==> config.mk <==
export PLATFORM = sky130hd
export DESIGN_NAME = nand_id_reader
export DESIGN_NICKNAME = d
export VERILOG_FILES = /design/src/rtl/nand_id_pkg.sv /design/src/rtl/nand_id_strobe_timer.sv /design/src/rtl/nand_id_capture.sv /design/src/rtl/nand_id_reader.sv
export SDC_FILE = /design/constraint.sdc
export NUM_CORES = 1
export LEC_CHECK = 0
export BUFFER_PORTS_ARGS = -buffer_cell sky130_fd_sc_hd__buf_2
export CORE_UTILIZATION = 50
export CTS_CLUSTER_DIAMETER = 60
export DETAILED_ROUTE_END_ITERATION = 10
export MAX_ROUTING_LAYER = met4
export PLACE_DENSITY = 0.76
export SLEW_MARGIN = 20
export SYNTH_ARGS = -nofsm -noshare
export SYNTH_HDL_FRONTEND = slang
export SYNTH_SLANG_ARGS = --single-unit
export TNS_END_PERCENT = 30
==> constraint.sdc <==
create_clock -name clk_i -period 2 [get_ports clk_i]
set_clock_uncertainty 0.2 [all_clocks]
set_input_delay 0 -clock clk_i [delete_from_list [all_inputs] [get_ports clk_i]]
set_output_delay 0 -clock clk_i [all_outputs]
set_load 0.05 [all_outputs]
==> src/rtl/nand_id_pkg.sv <==
package nand_id_pkg;
  localparam int unsigned TAIL_BYTES = 4;
  localparam int unsigned TAIL_W     = $clog2(TAIL_BYTES);

  typedef enum logic [2:0] {
    ST_IDLE,
    ST_WAIT,
    ST_CMD,
    ST_ADDR,
    ST_SCAN,
    ST_TAIL,
    ST_DONE
  } id_state_e;
endpackage

==> src/rtl/nand_id_strobe_timer.sv <==
// Bus cycle: strobe active for PULSE_CYC cycles, then inactive for PULSE_CYC.
module nand_id_strobe_timer #(
  parameter int unsigned PULSE_CYC = 2
) (
  input  logic clk_i,
  input  logic rst_ni,
  input  logic en_i,
  output logic strobe_o,
  output logic sample_o,
  output logic end_o
);
  localparam int unsigned CYC_LEN = 2 * PULSE_CYC;
  localparam int unsigned CW      = (CYC_LEN > 1) ? $clog2(CYC_LEN) : 1;

  logic [CW-1:0] cnt_q;

  always_ff @(posedge clk_i or negedge rst_ni) begin
    if (!rst_ni)                 cnt_q <= '0;
    else if (!en_i)              cnt_q <= '0;
    else if (end_o)              cnt_q <= '0;
    else                         cnt_q <= cnt_q + 1'b1;
  end

  assign strobe_o = en_i && (cnt_q < CW'(PULSE_CYC));
  assign sample_o = en_i && (cnt_q == CW'(PULSE_CYC - 1));
  assign end_o    = en_i && (cnt_q == CW'(CYC_LEN - 1));
endmodule

==> src/rtl/nand_id_capture.sv <==
module nand_id_capture
  import nand_id_pkg::*;
(
  input  logic              clk_i,
  input  logic              rst_ni,
  input  logic              clear_i,
  input  logic              wr_i,
  input  logic [TAIL_W-1:0] idx_i,
  input  logic [7:0]        data_i,
  input  logic              commit_i,
  input  logic              hit_i,
  output logic              found_o,
  output logic [7:0]        dev_o,
  output logic [7:0]        chip_o,
  output logic [15:0]       ext_o
);
  logic [7:0] raw_q [TAIL_BYTES];

  for (genvar g = 0; g < TAIL_BYTES; g++) begin : g_raw
    always_ff @(posedge clk_i or negedge rst_ni) begin
      if (!rst_ni)                               raw_q[g] <= '0;
      else if (wr_i && idx_i == TAIL_W'(g))      raw_q[g] <= data_i;
    end
  end

  // last tail byte is written in the same cycle as commit only when PULSE_CYC is 0,
  // which the timer does not allow; commit reads settled raw bytes
  always_ff @(posedge clk_i or negedge rst_ni) begin
    if (!rst_ni) begin
      found_o <= 1'b0;
      dev_o   <= '0;
      chip_o  <= '0;
      ext_o   <= '0;
    end else if (clear_i) begin
      found_o <= 1'b0;
      dev_o   <= '0;
      chip_o  <= '0;
      ext_o   <= '0;
    end else if (commit_i) begin
      found_o <= hit_i;
      dev_o   <= hit_i ? raw_q[0] : 8'h00;
      chip_o  <= hit_i ? raw_q[1] : 8'h00;
      ext_o   <= {raw_q[3], raw_q[2]};
    end
  end
endmodule

==> src/rtl/nand_id_reader.sv <==
module nand_id_reader
  import nand_id_pkg::*;
#(
  parameter logic [7:0]  MAKER_CODE  = 8'hEC,
  parameter int unsigned MAX_TRIES   = 10,
  parameter int unsigned PULSE_CYC   = 2,
  parameter logic [7:0]  CMD_READ_ID = 8'h90,
  parameter logic [7:0]  ID_ADDR     = 8'h00
) (
  input  logic        clk_i,
  input  logic        rst_ni,
  input  logic        start_i,
  input  logic        rb_i,
  input  logic [7:0]  io_i,
  output logic        ce_n_o,
  output logic        cle_o,
  output logic        ale_o,
  output logic        we_n_o,
  output logic        re_n_o,
  output logic        io_oe_o,
  output logic [7:0]  io_o,
  output logic        done_o,
  output logic        found_o,
  output logic [7:0]  dev_code_o,
  output logic [7:0]  chip_num_o,
  output logic [15:0] ext_id_o
);
  localparam int unsigned TW = $clog2(MAX_TRIES + 1);

  id_state_e         state_q;
  logic [TW-1:0]     try_q;
  logic [TAIL_W-1:0] tail_q;
  logic              hit_q;
  logic [1:0]        rb_sync_q;
  logic              bus_en, strobe, sample, cyc_end;
  logic              is_wr, is_rd;

  always_ff @(posedge clk_i or negedge rst_ni) begin
    if (!rst_ni) rb_sync_q <= '0;
    else         rb_sync_q <= {rb_sync_q[0], rb_i};
  end

  assign is_wr  = (state_q == ST_CMD) || (state_q == ST_ADDR);
  assign is_rd  = (state_q == ST_SCAN) || (state_q == ST_TAIL);
  assign bus_en = is_wr || is_rd;

  nand_id_strobe_timer #(.PULSE_CYC(PULSE_CYC)) u_timer (
    .clk_i    (clk_i),
    .rst_ni   (rst_ni),
    .en_i     (bus_en),
    .strobe_o (strobe),
    .sample_o (sample),
    .end_o    (cyc_end)
  );

  always_ff @(posedge clk_i or negedge rst_ni) begin
    if (!rst_ni) begin
      state_q <= ST_IDLE;
      try_q   <= '0;
      tail_q  <= '0;
      hit_q   <= 1'b0;
    end else begin
      unique case (state_q)
        ST_IDLE: if (start_i) begin
          state_q <= ST_WAIT;
          try_q   <= '0;
          tail_q  <= '0;
          hit_q   <= 1'b0;
        end
        ST_WAIT: if (rb_sync_q[1]) state_q <= ST_CMD;
        ST_CMD:  if (cyc_end) state_q <= ST_ADDR;
        ST_ADDR: if (cyc_end) state_q <= ST_SCAN;
        ST_SCAN: begin
          if (sample && io_i == MAKER_CODE) hit_q <= 1'b1;
          if (cyc_end) begin
            if (hit_q || try_q == TW'(MAX_TRIES - 1)) state_q <= ST_TAIL;
            else                                       try_q   <= try_q + 1'b1;
          end
        end
        ST_TAIL: if (cyc_end) begin
          if (tail_q == TAIL_W'(TAIL_BYTES - 1)) state_q <= ST_DONE;
          else                                   tail_q  <= tail_q + 1'b1;
        end
        ST_DONE: state_q <= ST_IDLE;
        default: state_q <= ST_IDLE;
      endcase
    end
  end

  nand_id_capture u_capture (
    .clk_i    (clk_i),
    .rst_ni   (rst_ni),
    .clear_i  (state_q == ST_IDLE && start_i),
    .wr_i     (state_q == ST_TAIL && sample),
    .idx_i    (tail_q),
    .data_i   (io_i),
    .commit_i (state_q == ST_TAIL && cyc_end && tail_q == TAIL_W'(TAIL_BYTES - 1)),
    .hit_i    (hit_q),
    .found_o  (found_o),
    .dev_o    (dev_code_o),
    .chip_o   (chip_num_o),
    .ext_o    (ext_id_o)
  );

  assign ce_n_o  = (state_q == ST_IDLE) || (state_q == ST_DONE);
  assign cle_o   = (state_q == ST_CMD);
  assign ale_o   = (state_q == ST_ADDR);
  assign we_n_o  = !(is_wr && strobe);
  assign re_n_o  = !(is_rd && strobe);
  assign io_oe_o = is_wr;
  assign io_o    = (state_q == ST_CMD)  ? CMD_READ_ID :
                   (state_q == ST_ADDR) ? ID_ADDR : 8'h00;
  assign done_o  = (state_q == ST_DONE);
endmodule

Word-level counts from Yosys, hierarchy flattened
Cells that the tools add are included.

cells by class
  add/subtract/negate cells = 3
  muxes and demuxes = 33
  order comparisons = 1
  reduce and logical (&&, ||, !) cells = 30
  eq/ne operators = 24

operators with widths
  kind                   number
  $mux W8                7
  $mux W16               2
  $mux W3                8
  $pmux W3 S6            1
  $logic_and A1 B1 Y1    14
  $ne A2 B2 Y1 const B   7
  $mux W4                3
  $mux W2                5
  $eq A3 B3 Y1 const B   3
  $eq A8 B8 Y1 const B   1
  $ne A2 B1 Y1 const B   4
  $pmux W4 S2            1
  $reduce_and A4 Y1      2
  $reduce_and A8 Y1      1
  $eq A2 B2 Y1 const B   3
  $eq A3 B2 Y1 const B   2
  $reduce_bool A2 Y1     3
  $logic_or A1 B1 Y1     5
  $add A2 B1 Y2 const B  2
  $add A4 B1 Y4 const B  1
  $eq A2 B1 Y1 const B   2
  $eq A4 B4 Y1 const B   1
  $mux W1                4
  $pmux W2 S2            1
  7 further kinds        8

word-level totals
  output and inout port bits = 48
  input bits = 12
  word-level logic and storage cells = 105
  register bits after elaboration = 79

Longest topological paths before layout
  depth in word-level cells = 8
  gate-level depth with buffers = 7
  gate-level depth less buffers = 6

Modules after synthesis
From an unflattened synthesis, not the netlist that was laid out.

second synthesis, totals
  cell total of the unflattened synthesis = 302
  area, all modules = 3580.9 µm²

modules (own cells, without submodules)
  module                instances  sequential area each (µm²)  cells an instance  area an instance (µm²)
  nand_id_capture       1          1626.6                      194                2578.7
  nand_id_reader        1          300.3                       98                 885.8
  nand_id_strobe_timer  1          50.0                        10                 116.4

Worst setup path after synthesis
Ideal clock, no wire load.

  path type = register to output
  from = register state_q[2]
  to = output ce_n_o
  path buffers = 1
  setup slack = -436 ps
  data required time = 1800 ps
  cell stages (with the launch flop) = 5
  arrival = 2236 ps
  cells stage by stage = dfrtp_1 -> clkbuf_1 -> nand2b_1 -> inv_1 -> nor3_1

on the way
  cells in the longest elaborated chain, start to end = 2
  elaborated cells between the ends (all ways) = 3
  classes of those cells = 1 x eq/ne; 2 x reduce/logical

RTL lines
  item                                              line                   RTL
  start: declaration                                nand_id_reader.sv:30   id_state_e state_q;
  start signal: assignment                          nand_id_reader.sv:58   state_q <= ST_IDLE;
  start signal: assignment                          nand_id_reader.sv:65   state_q <= ST_WAIT;
  start signal: assignment                          nand_id_reader.sv:70   ST_WAIT: if (rb_sync_q[1]) state_q <= ST_CMD;
  $eq A3 B3 Y1 or $logic_not A3 Y1 (tied branches)  nand_id_reader.sv:105  assign ce_n_o = (state_q == ST_IDLE) || (state_q == ST_DONE);
  $logic_or A1 B1 Y1 (*)                            nand_id_reader.sv:105
  end: declaration                                  nand_id_reader.sv:15   output logic ce_n_o,

Every way passes the cells marked *; elsewhere a longest branch is shown, timed or not.

Worst setup path after layout
  from = register state_q[1]
  to = register try_q[3]

on the way
  cells in the longest elaborated chain, start to end = 6
  elaborated cells between the ends (all ways) = 15
  classes of those cells = 7 x eq/ne; 1 x mux; 7 x reduce/logical

RTL lines
  item                                        line                                        RTL
  $eq A3 B2 Y1, or another cell as far along  nand_id_reader.sv:43                        assign is_wr = (state_q == ST_CMD) || (state_q == ST_ADDR);
  $logic_or A1 B1 Y1 (on tied branches)       nand_id_reader.sv:43, nand_id_reader.sv:44
  $logic_or A1 B1 Y1                          nand_id_reader.sv:45                        assign bus_en = is_wr || is_rd;
  $logic_and A1 B1 Y1                         nand_id_strobe_timer.sv:26                  assign end_o = en_i && (cnt_q == CW'(CYC_LEN - 1));
  $ne A2 B2 Y1 (no source line)               -
  $reduce_and A4 Y1 (no source line)          -
  end signal: assignment                      nand_id_reader.sv:77                        else try_q <= try_q + 1'b1;
  end: declaration                            nand_id_reader.sv:31                        logic [TW-1:0] try_q;

Several ways; a longest one is shown, not always the timed one.
A chain may end at the register's enable or synchronous reset.

==> results.sh <==
export IMPL_io_buffers=53
export IMPL_synth_edf_count=0
export IMPL_nets=351
export IMPL_power_leakage_nw=2.05
export IMPL_worstPathRequired_ns=2.07
export IMPL_start_util_pct=51.8
export IMPL_cts_buffers_inserted=9
export IMPL_setup_violations=1
export IMPL_clockBufferDepth=2
export IMPL_syn_area_per_cell_um2=13.2
export IMPL_synthToLayoutAreaGrowth_pct=25.7
export IMPL_syn_area_um2=3310
export IMPL_synth_main_ff_cell="dfrtp_1"
export IMPL_synth_top_family_by_area="compound AO/OA/AOI/OAI gates"
export IMPL_post_dp_hpwl_mm=4.47
export IMPL_routed_wl_mm=6.79
export IMPL_ys_types=39
export IMPL_clock_latency_ns=0.35
export IMPL_ant_nets=0
export IMPL_post_route_util_pct=65.2
export IMPL_wl_per_cell_um=16.4
export IMPL_routedLengthMet1_mm=3.11
export IMPL_synthCells=251
export IMPL_yosys_area_share_simple_pct=8.13
export IMPL_nFillCells=484
export IMPL_power_frac_clock_pct=29.1
export IMPL_fin_ws_ns=-0.00730
export IMPL_yosys_area_share_adder_pct=3.02
export IMPL_post_cts_buffers=0
export IMPL_place_congestion=0.763
export IMPL_fin_cells=413
export IMPL_period_share_pct=100
export IMPL_root_buffer="clkbuf_8"
export IMPL_grt_pass1_wl_mm=11.5
export IMPL_cts_tree="yes"
export IMPL_wl_met2_mm=3.32
export IMPL_fmax_ghz=0.498
export IMPL_finalMaxSlewViolations=0
export IMPL_cts_num_sinks=79
export IMPL_violations="negative setup slack"
export IMPL_dieArea_um2=6950
export IMPL_grt_pass1_vias=2307
export IMPL_cap_violations=0
export IMPL_antenna_found_initial=0
export IMPL_drc=0
export IMPL_synth_area_leaders="dfrtp_1 (60%), mux2_2 (11%), a22o_1 (8.5%), ha_1 (3.0%), buf_4 (1.8%)"
export IMPL_grtUsageTotal_pct=21.8
export IMPL_rsz0062_at_grt="true"
export IMPL_path_clk_slew_ns=0.09
export IMPL_seq_power_share_pct=43.5
export IMPL_yosysWarnings=0
export IMPL_async_flop_share_pct=100
export IMPL_placedCellCount=384
export IMPL_power_w=0.00416
export IMPL_pre_cts_slack_ns=0.00902
export IMPL_htree_num_levels=3
export IMPL_wl_met3_um=259
export IMPL_io_pins=60
export IMPL_ys_ff_latch=79
export IMPL_seq_area_frac_synth_pct=59.7
export IMPL_fp_row_count=29
export IMPL_synthMuxAreaShare_pct=11.8
export IMPL_synthXorXnorAreaFrac_pct=0.265
export IMPL_p_sw_share_pct=34.4
export IMPL_critPathKind="flop to flop"
export IMPL_drive_gt1_share_pct=38.7
export IMPL_antennaDiodeCount=0
export IMPL_power_density_nw_per_um2=1000
export IMPL_yosysTopAreaCell="dfrtp_1"
export IMPL_fp_dieW_um=83.4
export IMPL_first_iter_violations=137
export IMPL_core_region_area_um2=6390
export IMPL_synth_compound_area_share_pct=13.0
export IMPL_vdd_drop_max_mv=0.692
export IMPL_endpoint_kind="flop"
export IMPL_worstSetupStartpointType="flop"
export IMPL_worstPathArrival_ns=2.07
export IMPL_top_layer_used="met4"
export IMPL_dr_pass1_iters=4
export IMPL_hold_viol=0
export IMPL_switchingPower_w=0.00143
export IMPL_power_internal_w=0.00273
export IMPL_hold_slack_ns=0.0862
export IMPL_pwr_share_comb_pct=27.3
export IMPL_vias_per_cell=5.47
export IMPL_grt_start_max_net_pins=49
export IMPL_synth_top_area_share_pct=59.7
export IMPL_die_h_um=83.4
export IMPL_hp_class="input pin to flop"
export IMPL_status="complete, but fails checks"
export IMPL_finalCriticalPeriod_ns=2.01
export IMPL_vias=2261
export IMPL_cp_max_fo=6
export IMPL_grt_remaining_overflow=0
layout by cell type (no fill, tap or decap), types with 2 or more instances in the layout:
cell	instances
mux2i_1	2
buf_2	52
buf_4	13
o31ai_1	2
dlygate4sd3_1	12
a22o_1	32
o21ai_0	5
nand4_1	2
and4b_1	2
a21oi_1	2
o22ai_1	2
o21a_1	2
and2_1	2
ha_2	2
inv_6	2
nor2_1	7
a21o_1	2
buf_12	7
conb_1	6
nand2b_1	2
a22oi_1	2
dfrtp_1	78
o21bai_1	2
nand2_1	12
mux2_2	33
nand3_1	5
inv_1	6
nor2b_1	3
clkbuf_8	10
ha_1	6
state kept, by name, indices dropped and copies added (netlist names), 2 cells and up:
| register | flops |
|---|---|
| u_capture.ext_o | 16 |
| u_capture.raw_q | 32 |
| u_capture.chip_o | 8 |
| state_q | 3 |
| u_timer.cnt_q | 2 |
| tail_q | 2 |
| rb_sync_q | 2 |
| u_capture.dev_o | 8 |
| try_q | 4 |
kinds of logic (layout without fill, tap and decap cells):
| family | Yosys count | after routing |
|---|---|---|
| AND/OR/NAND/NOR | 47 | 47 |
| adder cells (fa/ha/maj) | 8 | 8 |
| XOR/XNOR | 1 | 1 |
| buffers and inverters | 26 | 106 |
| multiplexers | 35 | 35 |
| AO/OA/AOI/OAI | 54 | 54 |
| flip-flops | 79 | 79 |
| other | 1 | 6 |
path summary, 6_finish.rpt:
check	startpoint	endpoint	slack, ns	depth (start not counted)
setup / recovery	state_q[1]	try_q[3]	-0.007	4
hold / removal	rb_i	rb_sync_q[0]	0.09	2
setup reg to reg	state_q[1]	try_q[3]	-0.007	4
hold reg to reg	rb_sync_q[0]	rb_sync_q[1]	0.17	0
max in group asynchronous	rst_ni	state_q[1]	0.80	4
min in group asynchronous	rst_ni	u_capture.raw_q[30]	0.52	4
synthesized netlist by cell type (3+ instances only):
library cell   n
a22o_1        32
buf_4          8
clkbuf_1      10
dfrtp_1       79
ha_1           8
inv_1          6
mux2_2        33
nand2_1       12
nand3_1        5
nor2_1         8
nor2b_1        3
o21ai_0        5
critical path, stage by stage (launching register included):
cell and delay (ns):
dfrtp_2 0.45, or3b_4 0.39, or3_4 0.36, or4_1 0.40, a21oi_1 0.14
area by class of cell:
class | instances | area (um2) | share of cell area (%)
Sequential cell | 79 | 1980 | 47.5
Multi-Input combinational cell | 151 | 1240 | 29.8
Timing Repair Buffer | 84 | 618 | 14.9
Clock buffer | 11 | 141 | 3.40
Tap cell | 77 | 96.3 | 2.32
Clock inverter | 5 | 63.8 | 1.53
Inverter | 6 | 22.5 | 0.541
per-layer routing:
layer	GRT usage (%)	up-vias
met5	-	-
met4	7.68	0
met3	5.07	8
met2	33.0	51
met1	29.2	1143
li1	-	1059
power by group through the flow:
| stage | clock, W | sequential, W | combinational [W] |
|---|---|---|---|
| floorplan | 0 | 0.00182 | 0.000839 |
| global placement | 0 | 0.00183 | 0.00110 |
| detailed placement | 0 | 0.00184 | 0.00112 |
| CTS | 0.00125 | 0.00181 | 0.00115 |
| global route | 0.00130 | 0.00183 | 0.00123 |
| finish | 0.00121 | 0.00181 | 0.00114 |
stage by stage:
stage | setup TNS (ns) | instance area [um2]
global placement | 0 | 3810
CTS | -0.000259 | 4160
detailed placement | 0 | 3810
finish | -0.00730 | 4160
floorplan | -0.261 | 3340
global route | -0.0780 | 4160
timing repair:
item,4_1_cts,5_1_grt
endpoints found under the setup margin,1,17
hold buffers,13,0
resized for setup,2,2
hold endpoints to repair,116,0
(Power assumes the default switching activity.)
